### config.mk
export PLATFORM = sky130hd
export DESIGN_NAME = slotdram_sched
export DESIGN_NICKNAME = d
export VERILOG_FILES = /design/src/rtl/slotdram_pkg.sv /design/src/rtl/slotdram_bankmap.sv /design/src/rtl/slotdram_seq.sv /design/src/rtl/slotdram_rdret.sv /design/src/rtl/slotdram_sched.sv
export SDC_FILE = /design/constraint.sdc
export NUM_CORES = 1
export LEC_CHECK = 0
export ABC_AREA = 0
export BUFFER_PORTS_ARGS = -buffer_cell sky130_fd_sc_hd__buf_4
export CORE_MARGIN = 5
export CORE_UTILIZATION = 42
export DETAILED_ROUTE_END_ITERATION = 16
export GPL_TIMING_DRIVEN = 0
export PLACE_DENSITY = 0.72
export REMOVE_ABC_BUFFERS = 1
export SLEW_MARGIN = 20
export SYNTH_ARGS = -nofsm -noshare
export SYNTH_HDL_FRONTEND = slang
export SYNTH_SLANG_ARGS = --single-unit
### constraint.sdc
create_clock -name clk -period 1.85 [get_ports clk]
set_clock_uncertainty 0.15 [all_clocks]
set_input_delay 0.37 -clock clk [delete_from_list [all_inputs] [get_ports clk]]
set_output_delay 0.37 -clock clk [all_outputs]
set_load 0.02 [all_outputs]
### src/rtl/slotdram_pkg.sv
package slotdram_pkg;
   typedef enum logic [2:0] {
      CMD_NOP = 3'd0,
      CMD_ACT = 3'd1,
      CMD_RD  = 3'd2,
      CMD_WR  = 3'd3,
      CMD_REF = 3'd4
   } dram_cmd_e;
endpackage

### src/rtl/slotdram_bankmap.sv
module slotdram_bankmap #(
   parameter int PART_W      = 2,
   parameter int BANK_W      = 2,
   parameter int BANK_OFFSET = 0
) (
   input  logic [PART_W-1:0] part,
   output logic [BANK_W-1:0] bank
);
   generate
      if (BANK_OFFSET == 0) begin : g_direct
         assign bank = BANK_W'(part);
      end else begin : g_offset
         assign bank = BANK_W'(part) + BANK_W'(BANK_OFFSET);
      end
   endgenerate
endmodule

### src/rtl/slotdram_seq.sv
module slotdram_seq
   import slotdram_pkg::*;
#(
   parameter int ROW_W  = 12,
   parameter int COL_W  = 8,
   parameter int DATA_W = 16,
   parameter int BANK_W = 2,
   parameter int ADDR_W = 12,
   parameter int TRCD   = 3
) (
   input  logic              clk,
   input  logic              rst_n,
   input  logic              slot_start,
   input  logic              slot_is_refresh,
   input  logic              req_valid,
   input  logic              req_write,
   input  logic [ROW_W-1:0]  req_row,
   input  logic [COL_W-1:0]  req_col,
   input  logic [DATA_W-1:0] req_wdata,
   input  logic [BANK_W-1:0] bank_in,
   output dram_cmd_e         cmd,
   output logic [BANK_W-1:0] bank,
   output logic [ADDR_W-1:0] addr,
   output logic [DATA_W-1:0] wdata,
   output logic              retry
);
   localparam int PH_W = (TRCD < 2) ? 1 : $clog2(TRCD);

   logic              busy;
   logic [PH_W-1:0]   ph;
   logic              op_wr;
   logic [BANK_W-1:0] bank_q;
   logic [COL_W-1:0]  col_q;
   logic [DATA_W-1:0] wdata_q;

   always_ff @(posedge clk) begin
      if (!rst_n) begin
         cmd     <= CMD_NOP;
         bank    <= '0;
         addr    <= '0;
         wdata   <= '0;
         retry   <= 1'b0;
         busy    <= 1'b0;
         ph      <= '0;
         op_wr   <= 1'b0;
         bank_q  <= '0;
         col_q   <= '0;
         wdata_q <= '0;
      end else begin
         cmd   <= CMD_NOP;
         bank  <= '0;
         addr  <= '0;
         wdata <= '0;
         retry <= 1'b0;
         if (slot_start) begin
            busy <= 1'b0;
            if (slot_is_refresh) begin
               cmd   <= CMD_REF;
               retry <= req_valid;
            end else if (req_valid) begin
               cmd     <= CMD_ACT;
               bank    <= bank_in;
               addr    <= ADDR_W'(req_row);
               busy    <= 1'b1;
               ph      <= '0;
               op_wr   <= req_write;
               bank_q  <= bank_in;
               col_q   <= req_col;
               wdata_q <= req_wdata;
            end
         end else if (busy) begin
            ph <= ph + 1'b1;
            if (ph == PH_W'(TRCD - 1)) begin
               cmd   <= op_wr ? CMD_WR : CMD_RD;
               bank  <= bank_q;
               addr  <= ADDR_W'(col_q);
               wdata <= op_wr ? wdata_q : '0;
               busy  <= 1'b0;
            end
         end
      end
   end
endmodule

### src/rtl/slotdram_rdret.sv
module slotdram_rdret #(
   parameter int DATA_W = 16,
   parameter int TCL    = 3
) (
   input  logic              clk,
   input  logic              rst_n,
   input  logic              rd_issued,
   input  logic [DATA_W-1:0] dram_rdata,
   output logic              rd_valid,
   output logic [DATA_W-1:0] rd_data
);
   logic [TCL-1:0] track;

   generate
      if (TCL == 1) begin : g_short
         always_ff @(posedge clk) begin
            if (!rst_n) track <= '0;
            else        track <= rd_issued;
         end
      end else begin : g_chain
         always_ff @(posedge clk) begin
            if (!rst_n) track <= '0;
            else        track <= {track[TCL-2:0], rd_issued};
         end
      end
   endgenerate

   always_ff @(posedge clk) begin
      if (!rst_n) begin
         rd_valid <= 1'b0;
         rd_data  <= '0;
      end else begin
         rd_valid <= track[TCL-1];
         if (track[TCL-1]) rd_data <= dram_rdata;
      end
   end
endmodule

### src/rtl/slotdram_sched.sv
module slotdram_sched
   import slotdram_pkg::*;
#(
   parameter int NUM_PARTS   = 4,
   parameter int NUM_BANKS   = 4,
   parameter int BANK_OFFSET = 0,
   parameter int ROW_W       = 12,
   parameter int COL_W       = 8,
   parameter int DATA_W      = 16,
   parameter int TRCD        = 3,
   parameter int TCL         = 3,
   parameter int TRP         = 3,
   parameter int TRAS        = 7,
   parameter int TRFC        = 10,
   parameter int SLOT_LEN    = 16,
   localparam int PART_W     = (NUM_PARTS < 2) ? 1 : $clog2(NUM_PARTS),
   localparam int BANK_W     = (NUM_BANKS < 2) ? 1 : $clog2(NUM_BANKS),
   localparam int ADDR_W     = (ROW_W > COL_W) ? ROW_W : COL_W
) (
   input  logic              clk,
   input  logic              rst_n,
   input  logic              slot_start,
   input  logic              slot_is_refresh,
   input  logic              req_valid,
   input  logic [PART_W-1:0] req_part,
   input  logic [ROW_W-1:0]  req_row,
   input  logic [COL_W-1:0]  req_col,
   input  logic              req_write,
   input  logic [DATA_W-1:0] req_wdata,
   output logic              req_retry,
   output logic [2:0]        dram_cmd,
   output logic [BANK_W-1:0] dram_bank,
   output logic [ADDR_W-1:0] dram_addr,
   output logic [DATA_W-1:0] dram_wdata,
   input  logic [DATA_W-1:0] dram_rdata,
   output logic              rd_valid,
   output logic [DATA_W-1:0] rd_data
);
   localparam int PRE_AT   = (TRAS > TRCD + 1) ? TRAS : TRCD + 1;
   localparam int ACC_LEN  = PRE_AT + TRP;
   localparam int RET_LEN  = TRCD + TCL + 2;
   localparam int REF_LEN  = TRFC + 1;
   localparam int MAX_AR   = (ACC_LEN > RET_LEN) ? ACC_LEN : RET_LEN;
   localparam int SLOT_MIN = (MAX_AR > REF_LEN) ? MAX_AR : REF_LEN;

   generate
      if (TRCD < 1 || TCL < 1) begin : g_bad_timing
         $error("slotdram_sched: TRCD and TCL must be at least 1");
      end
      if (NUM_PARTS + BANK_OFFSET > NUM_BANKS) begin : g_bad_map
         $error("slotdram_sched: partitions do not fit in private banks");
      end
      if (SLOT_LEN < SLOT_MIN) begin : g_bad_slot
         $error("slotdram_sched: SLOT_LEN shorter than access or refresh");
      end
   endgenerate

   logic [BANK_W-1:0] mapped_bank;
   dram_cmd_e         cmd;

   slotdram_bankmap #(
      .PART_W(PART_W), .BANK_W(BANK_W), .BANK_OFFSET(BANK_OFFSET)
   ) u_map (
      .part(req_part), .bank(mapped_bank)
   );

   slotdram_seq #(
      .ROW_W(ROW_W), .COL_W(COL_W), .DATA_W(DATA_W),
      .BANK_W(BANK_W), .ADDR_W(ADDR_W), .TRCD(TRCD)
   ) u_seq (
      .clk(clk), .rst_n(rst_n),
      .slot_start(slot_start), .slot_is_refresh(slot_is_refresh),
      .req_valid(req_valid), .req_write(req_write),
      .req_row(req_row), .req_col(req_col), .req_wdata(req_wdata),
      .bank_in(mapped_bank),
      .cmd(cmd), .bank(dram_bank), .addr(dram_addr),
      .wdata(dram_wdata), .retry(req_retry)
   );

   slotdram_rdret #(.DATA_W(DATA_W), .TCL(TCL)) u_ret (
      .clk(clk), .rst_n(rst_n),
      .rd_issued(cmd == CMD_RD),
      .dram_rdata(dram_rdata),
      .rd_valid(rd_valid), .rd_data(rd_data)
   );

   assign dram_cmd = cmd;
endmodule

==> flow_summary.ini <==
[layout]
antenna_cells = 0
fill_cells = 605
ff_latch_area_sq_um = 1680
fin_area_sq_um = 3970
area_delta_synth_final_pct = 35.2
multi_input_area_sq_um = 1120
final_layout_size_suffix_gt1_share_pct = 34.6
nets = 433

[logic_synthesis]
synth_top_area_share_pct = 57.3
syn_avg_cell_area_sq_um = 10.9
syn_area_sq_um = 2930
ys.warnings.count = 0
synth_cells = 269
netlist_top_cells_area = dfxtp_1 (57%), mux2i_1 (15%), nand2_1 (7.0%), and3_1 (3.6%), nor2b_1 (3.4%)
synth_seq_cells = 84
synth_largest_area_cell = dfxtp_1
synth_seq_area_share_pct = 57.3
synth_cell_types = 24

[grt]
antenna_found_initial = 0
gr-total-overflow = 0
grt_pass1_wl_um = 9960
grt_max_degree = 83
first_global_vias = 2151
grt_usage_pct = 14.8

[critical_path]
end_kind = flip-flop
crit_arrival_ns = 1.85
critPathLaunchType = input pin
worst_ep_required_time_ns = 1.99
path_class = in2reg
worstPathMaxFanout = 82

[power_and_ir_drop]
leakage_nw = 1.77
switchingPower_uw = 709
power.density_nw_per_um2 = 838
ir_drop_v = 0.000377
p_clk_share_pct = 37.8
netSwitchingFraction_pct = 21.3
power.internal_mw = 2.62
seqPwrFrac_pct = 55.7
combPwrFrac_pct = 6.5

[drt]
vias = 2145
ant_nets = 0
wirelength_um = 6210
drcViolationCount = 0
drt_iter0_drc = 78
vias_per_cell = 4.54
first_pass_iters = 4
routedWlPerCell_um = 13.2

[cts]
htreeDepth = 3
cts_setup_buffers = 0
clock_latency_ns = 0.35
path_clk_slew_ns = 0.08
numCtsBuffers = 9
cts_tree = yes
clockBufferDepth = 2
clk_root_buffer_cell = clkbuf_8
cts_sinks = 84

[sta]
final.setup.tns_ns = 0
setup_viol = 0
relSlewSlack_pct = 38.0
final_hold_viol_count = 0
fin_crit_ns = 1.71
final.period_utilization_pct = 92.6
worstMarginPinSlew_ns = 0.929
rsz0062_at_grt = false
fmax_mhz = 584
drv_slew = 0

[floorplanning]
dieArea_sq_um = 8760
core.rowCount = 30
start_util_pct = 43.2
top_level_ports = 111
coreArea_sq_um = 6790
die_w_um = 93.6
die_height_um = 93.6

[placement]
gp_congestion = 0.689
dpl_cell_area_sq_um = 3770
dpl.hpwl_um = 4240
io_buffers = 110

[flow_run]
max-cap-violations = 0

[min_path]
hp-class = in2reg

[outcome]
outcome = complete, no violations
state kept, by name, indices dropped and copies added, names as in the netlist:
name	count
u_ret.rd_data	16
u_seq.wdata	16
u_seq.wdata_q	16
u_seq.addr	12
u_seq.col_q	8
u_ret.track	3
u_seq.cmd	3
u_seq.bank	2
u_seq.bank_q	2
u_seq.ph	2
u_ret.rd_valid	1
u_seq.busy	1
u_seq.op_wr	1
u_seq.retry	1
cell families (layout without fill, tap and decap cells):
family	Yosys count	count (layout)	synth area share, %
and+or+nand+nor	107	107	18.9
DFF	84	84	57.3
muxes	43	43	14.7
buffers and inverters	20	127	4.69
AOI/OAI and AO/OA	14	14	3.97
adders and majority gates	1	1	0.426
stage by stage:
stage | hold slack (ns) | power, mW | instances | utilization, % | worst slack [ns]
floorplan | 0.262 | 1.96 | 250 | - | -0.000728
global placement | 0.267 | 2.10 | 456 | 55.1 | -0.530
detailed placement | 0.267 | 2.11 | 457 | 55.6 | -0.532
CTS | 0.0539 | 3.38 | 472 | 58.4 | 0.135
global route | 0.0558 | 3.49 | 472 | 58.4 | 0.00991
finish | 0.0723 | 3.32 | 472 | 58.4 | 0.138
cell usage after synthesis:
master,instances
ha_1,1
and2_1,9
a22o_1,8
a41o_1,1
and4b_1,2
mux2i_1,43
o21bai_1,1
nand2_1,55
and4bb_2,2
a21o_1,1
nand3b_1,2
and3b_1,1
nand2b_1,2
inv_1,1
buf_2,8
a31o_2,1
buf_4,2
and3_1,17
nor3_1,1
o22ai_1,2
nor2b_1,16
clkbuf_1,3
dfxtp_1,84
buf_6,6
final timing paths:
check                           slack, ns                      start                             to  cells past startpoint
worst max-delay path                 0.14                      rst_n       u_seq.addr[1]$_SDFF_PN0_                      3
worst min-delay path                 0.07                req_row[10]      u_seq.addr[10]$_SDFF_PP0_                      2
worst max register to register       0.28  u_ret.track[2]$_SDFF_PN0_  u_ret.rd_data[1]$_SDFFE_PN0P_                      2
worst min register to register       0.28    u_seq.cmd[2]$_SDFF_PN0_      u_ret.track[0]$_SDFF_PN0_                      1
layer usage:
layer	part of all wire [%]	vias up	track usage (%)	wire length, um
li1	-	1102	-	-
met1	45	954	17.5	2770
met2	44	79	23.6	2760
met3	9.2	10	5.79	571
met4	1.9	0	6.50	115
met5	0	-	0	0
what timing repair did:
item,4_1_cts,5_1_grt
hold buffers,0,0
resized for setup,1,0
endpoints found under the setup margin,26,0
power groups by stage:
stage	logic (mW)	clock network [mW]	registers [mW]
final	0.216	1.26	1.85
after global routing	0.238	1.40	1.85
after CTS	0.220	1.31	1.85
after detailed placement	0.219	0	1.89
after global placement	0.212	0	1.89
after floorplan	0.0646	0	1.90
final cells by class:
cell class                 instances  share of cell area (%)
clock buffer                      11                    3.56
timing repair buffer             111                    21.5
multi-input combinational        165                    28.2
inverter                           1                  0.0946
clock inverter                     4                    1.26
sequential                        84                    42.4
tap                               96                    3.03
cells in the final DEF, fill, tap and decap left out, types with 2 or more instances in the layout:
cell          n
a22o_1        8
and2_1        9
and3_1       17
and4bb_2      2
buf_4       110
clkbuf_8     10
clkinvlp_4    2
dfxtp_1      84
mux2i_1      43
nand2_1      55
nand2b_1      2
nand3b_1      2
nor2b_1      16
o22ai_1       2
worst max-delay path: stages:
cell     delay, ns
buf_4         0.52
and4b_2       0.68
a22o_1        0.22
No activity file was read; power rests on OpenSTA's default activity.
